$ cat config.mk
export PLATFORM = sky130hd
export DESIGN_NAME = radio_status
export DESIGN_NICKNAME = d
export VERILOG_FILES = /design/src/rtl/radio_stat_pkg.sv /design/src/rtl/irq_flags.sv /design/src/rtl/rx_tag_fifo.sv /design/src/rtl/tx_occ_counter.sv /design/src/rtl/status_shifter.sv /design/src/rtl/radio_status.sv
export SDC_FILE = /design/constraint.sdc
export NUM_CORES = 1
export LEC_CHECK = 0
export BUFFER_PORTS_ARGS = -buffer_cell sky130_fd_sc_hd__buf_2
export CORE_MARGIN = 2
export CORE_UTILIZATION = 50
export CTS_CLUSTER_DIAMETER = 40
export DETAILED_ROUTE_END_ITERATION = 8
export PLACE_DENSITY = 0.75
export SLEW_MARGIN = 20
export SYNTH_ARGS = -nofsm -noshare
export SYNTH_HDL_FRONTEND = slang
export SYNTH_SLANG_ARGS = --single-unit
$ cat constraint.sdc
create_clock -name clk -period 3.5 [get_ports clk]
set_input_delay 0.175 -clock clk [delete_from_list [all_inputs] [get_ports clk]]
set_output_delay 0.175 -clock clk [all_outputs]
set_load 0.005 [all_outputs]
$ cat src/rtl/radio_stat_pkg.sv
package radio_stat_pkg;
  localparam int TAG_W = 3;
  localparam logic [TAG_W-1:0] PIPE_EMPTY = 3'b111;
  localparam logic [TAG_W-1:0] PIPE_LAST = 3'd5;
  localparam int NFLAG = 3;

  typedef struct packed {
    logic             rsvd;
    logic             rx_ready;
    logic             tx_done;
    logic             retx_limit;
    logic [TAG_W-1:0] pipe;
    logic             tx_full;
  } stat_t;

  function automatic logic tag_legal(input logic [TAG_W-1:0] tag);
    return tag <= PIPE_LAST;
  endfunction

  function automatic logic [TAG_W-1:0] pipe_field(input logic empty,
                                                  input logic [TAG_W-1:0] head);
    return empty ? PIPE_EMPTY : head;
  endfunction

  function automatic logic flag_next(input logic cur, input logic set, input logic clr);
    return set | (cur & ~clr);
  endfunction
endpackage

$ cat src/rtl/irq_flags.sv
module irq_flags
  import radio_stat_pkg::*;
(
  input  logic             clk,
  input  logic             rst_n,
  input  logic [NFLAG-1:0] set_evt,
  input  logic [NFLAG-1:0] clr_mask,
  output logic [NFLAG-1:0] flags
);
  for (genvar i = 0; i < NFLAG; i++) begin : g_flag
    always_ff @(posedge clk or negedge rst_n) begin
      if (!rst_n) flags[i] <= 1'b0;
      else        flags[i] <= flag_next(flags[i], set_evt[i], clr_mask[i]);
    end

    p_set_wins_r4: assert property (@(posedge clk) disable iff (!rst_n)
      set_evt[i] |=> flags[i]);
    p_w1c_r3: assert property (@(posedge clk) disable iff (!rst_n)
      (clr_mask[i] && !set_evt[i]) |=> !flags[i]);
    p_keep_r3: assert property (@(posedge clk) disable iff (!rst_n)
      (!clr_mask[i] && !set_evt[i]) |=> $stable(flags[i]));
  end
endmodule

$ cat src/rtl/rx_tag_fifo.sv
module rx_tag_fifo
  import radio_stat_pkg::*;
#(
  parameter int DEPTH = 3
) (
  input  logic             clk,
  input  logic             rst_n,
  input  logic             push,
  input  logic [TAG_W-1:0] push_tag,
  input  logic             pop,
  output logic             push_ok,
  output logic [TAG_W-1:0] head_tag,
  output logic             empty,
  output logic             full
);
  localparam int PW = (DEPTH > 1) ? $clog2(DEPTH) : 1;
  localparam int CW = $clog2(DEPTH + 1);

  logic [TAG_W-1:0] mem [DEPTH];
  logic [PW-1:0]    wr_ptr, rd_ptr;
  logic [CW-1:0]    count;
  logic             pop_ok;

  function automatic logic [PW-1:0] bump(input logic [PW-1:0] p);
    return (p == PW'(DEPTH - 1)) ? '0 : p + PW'(1);
  endfunction

  assign empty    = (count == '0);
  assign full     = (count == CW'(DEPTH));
  assign push_ok  = push & tag_legal(push_tag) & ~full;
  assign pop_ok   = pop & ~empty;
  assign head_tag = mem[rd_ptr];

  always_ff @(posedge clk) begin
    if (push_ok) mem[wr_ptr] <= push_tag;
  end

  always_ff @(posedge clk or negedge rst_n) begin
    if (!rst_n) begin
      wr_ptr <= '0;
      rd_ptr <= '0;
      count  <= '0;
    end else begin
      if (push_ok) wr_ptr <= bump(wr_ptr);
      if (pop_ok)  rd_ptr <= bump(rd_ptr);
      count <= count + CW'(push_ok) - CW'(pop_ok);
    end
  end

  p_no_overflow_r5: assert property (@(posedge clk) disable iff (!rst_n)
    count <= CW'(DEPTH));
  p_drop_full_r5: assert property (@(posedge clk) disable iff (!rst_n)
    (full && push && !pop) |=> (full && $stable(head_tag)));
  p_pop_empty_r6: assert property (@(posedge clk) disable iff (!rst_n)
    (empty && !push) |=> empty);
  p_head_legal_r6: assert property (@(posedge clk) disable iff (!rst_n)
    !empty |-> tag_legal(head_tag));
endmodule

$ cat src/rtl/tx_occ_counter.sv
module tx_occ_counter #(
  parameter int DEPTH = 3
) (
  input  logic clk,
  input  logic rst_n,
  input  logic push,
  input  logic pop,
  input  logic hold,
  output logic full
);
  localparam int CW = $clog2(DEPTH + 1);

  logic [CW-1:0] count;
  logic          push_ok, pop_ok;

  assign full    = (count == CW'(DEPTH));
  assign push_ok = push & ~full;
  assign pop_ok  = pop & ~hold & (count != '0);

  always_ff @(posedge clk or negedge rst_n) begin
    if (!rst_n) count <= '0;
    else        count <= count + CW'(push_ok) - CW'(pop_ok);
  end

  p_no_overflow_r10: assert property (@(posedge clk) disable iff (!rst_n)
    count <= CW'(DEPTH));
  p_hold_r9: assert property (@(posedge clk) disable iff (!rst_n)
    (hold && !push) |=> $stable(count));
  p_full_push_r10: assert property (@(posedge clk) disable iff (!rst_n)
    (full && !pop) |=> full);
endmodule

$ cat src/rtl/status_shifter.sv
module status_shifter #(
  parameter int W = 8
) (
  input  logic         clk,
  input  logic         rst_n,
  input  logic         csn,
  input  logic         sclk,
  input  logic [W-1:0] par_in,
  output logic         miso
);
  logic         csn_q, sclk_q;
  logic [W-1:0] shreg;
  logic         load, shift;

  assign load  = csn_q & ~csn;
  assign shift = ~csn & sclk_q & ~sclk & ~load;
  assign miso  = ~csn & shreg[W-1];

  always_ff @(posedge clk or negedge rst_n) begin
    if (!rst_n) begin
      csn_q  <= 1'b1;
      sclk_q <= 1'b0;
      shreg  <= '0;
    end else begin
      csn_q  <= csn;
      sclk_q <= sclk;
      if (load)       shreg <= par_in;
      else if (shift) shreg <= {shreg[W-2:0], 1'b0};
    end
  end

  p_load_r11: assert property (@(posedge clk) disable iff (!rst_n)
    load |=> (shreg == $past(par_in)));
  p_shift_r11: assert property (@(posedge clk) disable iff (!rst_n)
    shift |=> (shreg == {$past(shreg[W-2:0]), 1'b0}));
endmodule

$ cat src/rtl/radio_status.sv
module radio_status
  import radio_stat_pkg::*;
#(
  parameter int RX_DEPTH = 3,
  parameter int TX_DEPTH = 3
) (
  input  logic       clk,
  input  logic       rst_n,
  input  logic       rx_push,
  input  logic [2:0] rx_push_pipe,
  input  logic       rx_pop,
  input  logic       tx_push,
  input  logic       tx_pop,
  input  logic       auto_ack_en,
  input  logic       ev_tx_sent,
  input  logic       ev_ack_rcvd,
  input  logic       ev_retx_limit,
  input  logic       reg_wr_en,
  input  logic [7:0] reg_wr_data,
  input  logic       spi_csn,
  input  logic       spi_sclk,
  output logic       spi_miso,
  output logic [7:0] status_byte,
  output logic       tx_permit
);
  // named internal events for the assertions
  logic             rx_push_ok;
  logic             txd_evt;
  logic             txd_set;
  logic [NFLAG-1:0] set_evt, clr_mask, flags;
  logic [TAG_W-1:0] rx_head;
  logic             rx_empty, rx_full, tx_full;
  stat_t            stat;

  assign txd_evt  = auto_ack_en ? ev_ack_rcvd : ev_tx_sent;
  assign txd_set  = txd_evt & ~ev_retx_limit;
  // flag index 2: rx_ready, 1: tx_done, 0: retx_limit (bits 6:4)
  assign set_evt  = {rx_push_ok, txd_set, ev_retx_limit};
  assign clr_mask = reg_wr_en ? reg_wr_data[6:4] : '0;

  irq_flags u_flags (
    .clk(clk), .rst_n(rst_n), .set_evt(set_evt), .clr_mask(clr_mask), .flags(flags)
  );

  rx_tag_fifo #(.DEPTH(RX_DEPTH)) u_rxq (
    .clk(clk), .rst_n(rst_n), .push(rx_push), .push_tag(rx_push_pipe), .pop(rx_pop),
    .push_ok(rx_push_ok), .head_tag(rx_head), .empty(rx_empty), .full(rx_full)
  );

  tx_occ_counter #(.DEPTH(TX_DEPTH)) u_txq (
    .clk(clk), .rst_n(rst_n), .push(tx_push), .pop(tx_pop), .hold(flags[0]), .full(tx_full)
  );

  always_comb begin
    stat.rsvd       = 1'b0;
    stat.rx_ready   = flags[2];
    stat.tx_done    = flags[1];
    stat.retx_limit = flags[0];
    stat.pipe       = pipe_field(rx_empty, rx_head);
    stat.tx_full    = tx_full;
  end

  assign status_byte = stat;
  assign tx_permit   = ~flags[0];

  status_shifter #(.W(8)) u_shift (
    .clk(clk), .rst_n(rst_n), .csn(spi_csn), .sclk(spi_sclk),
    .par_in(status_byte), .miso(spi_miso)
  );

  p_pipe_never6_r6: assert property (@(posedge clk) disable iff (!rst_n)
    status_byte[3:1] != 3'd6);
  p_rsvd_zero_r1: assert property (@(posedge clk) disable iff (!rst_n)
    !status_byte[7]);
  p_retx_excl_r8: assert property (@(posedge clk) disable iff (!rst_n)
    ev_retx_limit |=> !$rose(status_byte[5]));
  p_full_push_drop_r5: assert property (@(posedge clk) disable iff (!rst_n)
    (rx_full && rx_push && !status_byte[6] && !(reg_wr_en && reg_wr_data[6])) |=> !status_byte[6]);
endmodule

==> results by group <==
Outcome
  – Outcome: completed

Worst setup path
  – End point of the critical path: u_rxq.count[1]$_DFF_PN0_
  – Top delay family on crit path: adder cells
  – Cell Chain, Critical Path: o21ai_0 > inv_1 > ha_1 > inv_1 > ha_1 > xnor2_1 > xnor2_1
  – Crit end category: flip-flop
  – Worst R2R Start: u_rxq.count[1]$_DFF_PN0_
  – Reg2Reg Setup Slack: 1.66 ns
  – CP Launch Type: flip-flop
  – Critical path type: reg2reg
  – Critical-path top delay cell: dfrtp_1
  – CP max FO: 4
  – CP Buf/Inv Count: 2
  – Worst Reg-to-Reg Cells: 7
  – Critical Path Stages: 7
  – Crit path from: u_rxq.count[1]$_DFF_PN0_
  – Arrival time worst endpoint: 2.09 ns
  – Max incr delay on CP: 0.43 ns
  – CP required: ~3.8 ns
  – R2r endpoint: u_rxq.count[1]$_DFF_PN0_

Floorplan
  – Die width: 56.7 um
  – DIE AREA: 3210 um2
  – Core Area: 2690 um2
  – Cell Rows: 19
  – Initial core utilization: 51.7%
  – Die Ht: 56.7 um
  – Boundary Pins: 34

Drt
  – DRT iter0 DRCs: 16
  – Post-Route WL: 2450 um
  – Routed Antenna Nets: 0
  – Vias per std cell: about 5.3
  – 1st-pass router iterations: 4
  – WL per Instance: 13.8 um
  – Routed vias: 938
  – DR DRC count: 0

Yosys
  – Leading area contributor after synthesis: dfrtp_1
  – Synth Area in Adders: 3.61%
  – Cell with the most instances after synthesis: dfrtp_1
  – Post-synth EDFFs: 9
  – Compound-Gate Fraction of Synth Area: 10.9%
  – Main combinational cell family by area after synthesis: simple AND/OR/NAND/NOR gates
  – Post-synthesis simple-gate area fraction: ~14%
  – Top cells by area, synth: dfrtp_1, edfxtp_1, mux2_2, ha_1, inv_1
  – Synth Register Bits: 30
  – Top_reg_cell synth: dfrtp_1
  – Mapped Cells: 112
  – Mapped Avg Cell Area: 12.4 um2
  – Register area share after synthesis: between 50% and 60%
  – Synth Area in XOR/XNOR: 2.52%
  – Mapped Area: 1390 um2
  – Most instantiated cells after synthesis: dfrtp_1, inv_1, nand2_1
  – Post-synth top area share: 36.1%
  – Yosys cell types: 33
  – Synth Warn #: 0
  – Syn_nets: 140
  – Async SR Flop Fraction: 70.0%
  – Post-synthesis mux area share: 7.12%

Final layout
  – Seq. cell area: 797 um2
  – Synth-to-layout area growth: 18.7%
  – Util after Layout: between 60% and 70%
  – Antenna diodes: 0
  – Final instance area: 1650 um2
  – Multi-input logic area: 527 um2
  – Layout cells sized above 1: between 30% and 40%
  – Fin nets: 174
  – Finished Layout Cells: 178
  – Fill count: around 230

GRT
  – GRT Total Usage: 17.5%
  – Largest net degree at the start of global routing: 22
  – Initial antenna violation count: 0
  – Total gr overflow: 0
  – First-pass GRT wire length: 4040 um
  – Vias in the first global route: 913

Timing
  – RSZ-0062 raised after global routing: false
  – Final hold slack: 0.0369 ns
  – Final Cycle Share: 52.5%
  – Setup tns final: 0 ns
  – Max-slew headroom: between 40 and 50%
  – Setup ws final: about 1.7 ns
  – Fin. Hold Viols: 0
  – Actual slew at the worst max-slew pin: 0.825 ns
  – Worst Clk Skew: 0.00895 ns
  – Count of endpoints failing setup in the final report: 0
  – Final Slew Violations: 0
  – Final min period: 1.84 ns
  – F_max: 545 MHz

Placement
  – Post-DP HPWL: 1870 um
  – Placed Cells incl. Taps: 167
  – Gpl congestion: 0.778
  – Port Buffers: 27
  – DP Worst Slack: between 1.5 and 2 ns
  – Placed Area: around 1500 um2

Clocking
  – CTS resizes: 0
  – Max clock buf depth: 2
  – Clock sink count: 30
  – Clock slew at reported path FFs: ~0.09 ns
  – Htree depth: 2
  – CTS tree: yes
  – Post-CTS Setup Bufs: 0
  – Root buf cell: clkbuf_4
  – Clock Latency Late Sink: 0.33 ns
  – Number of CTS-inserted buffers: 5

Power
  – Leakage: 0.770 nW
  – Total power: 1.20 mW
  – Peak supply drop: 470 uV
  – PwrDens: about 730 nW/um2

Job
  – Max-cap violations: 0

Worst hold path
  – Hold Path Class: in2reg
## power by group
group          total, mW  switching (mW)  internal, mW  leakage, nW
registers          0.554          0.0799         0.474        0.330
logic              0.372           0.178         0.194        0.395
clock network      0.269           0.122         0.148       0.0450
## registers in the layout, indices dropped and copies added (netlist names)
register and count:
u_rxq.count 2, u_shift.sclk_q 1, u_shift.shreg 8, u_txq.count 2, u_rxq.mem 9, u_rxq.rd_ptr 2, u_rxq.wr_ptr 2, u_flags.flags 3
u_shift.csn_q 1
## cell usage in the layout, fill, tap and decap left out, types with 2 or more instances in the layout
master	Yosys	routed
mux2i_1	2	2
nand2b_1	2	2
clkbuf_4	0	5
a2111oi_2	2	2
inv_1	11	11
o221ai_1	2	2
edfxtp_1	9	9
a21oi_1	2	2
nor3b_1	3	3
ha_1	4	4
and2_1	3	3
nor4bb_1	3	3
a22oi_1	2	2
nor2_1	2	2
xnor2_1	4	4
mux2_1	2	2
a21o_1	3	3
buf_2	0	27
dfrtp_1	20	20
mux2_2	5	5
dlygate4sd3_1	0	3
clkinv_2	0	2
nor2b_1	3	3
nand2_1	11	11
o21ai_0	3	3
## cell type report
class                      count  area share (%)
clock buffer                   5            2.28
timing repair buffer          30            10.0
tap                           31            2.36
clock inverter                 3            2.43
multi-input combinational     68            32.0
sequential                    30            48.4
inverter                      11            2.51
## worst min path at each step
stage | end | cells after the start | startpoint
2_1_floorplan | u_flags.flags[0]$_DFF_PN0_ | 0 | rst_n
3_3_place_gp | u_shift.shreg[7]$_DFFE_PN0P_ | 1 | rst_n
3_5_place_dp | u_shift.shreg[7]$_DFFE_PN0P_ | 1 | rst_n
4_1_cts | u_shift.csn_q$_DFF_PN1_ | 1 | spi_csn
5_1_grt | u_flags.flags[0]$_DFF_PN0_ | 2 | ev_retx_limit
6_report | u_flags.flags[0]$_DFF_PN0_ | 2 | ev_retx_limit
## per-layer routing
layer  vias to the layer above  global-route usage, %  share of wire (%)
met4                         0                   10.2                2.1
met2                        28                   27.9                 49
met5                         -                      0                  0
li1                        461                      -                  -
met1                       443                   19.6                 43
met3                         6                   7.14                5.5
## kinds of logic after synthesis
family                     after synthesis
xor gates and xnor gates                 4
muxes                                    9
DFF                                     30
and+or+nand+nor                         31
adders and majority gates                4
buffers and inverters                   14
AOI/OAI and AO/OA                       19
other                                    1
## timing repair
item | in CTS | in global routing
hold endpoints to repair | 21 | 1
setup endpoints to repair | 0 | 0
hold buffers | 2 | 1
(Power assumes the default switching activity.)
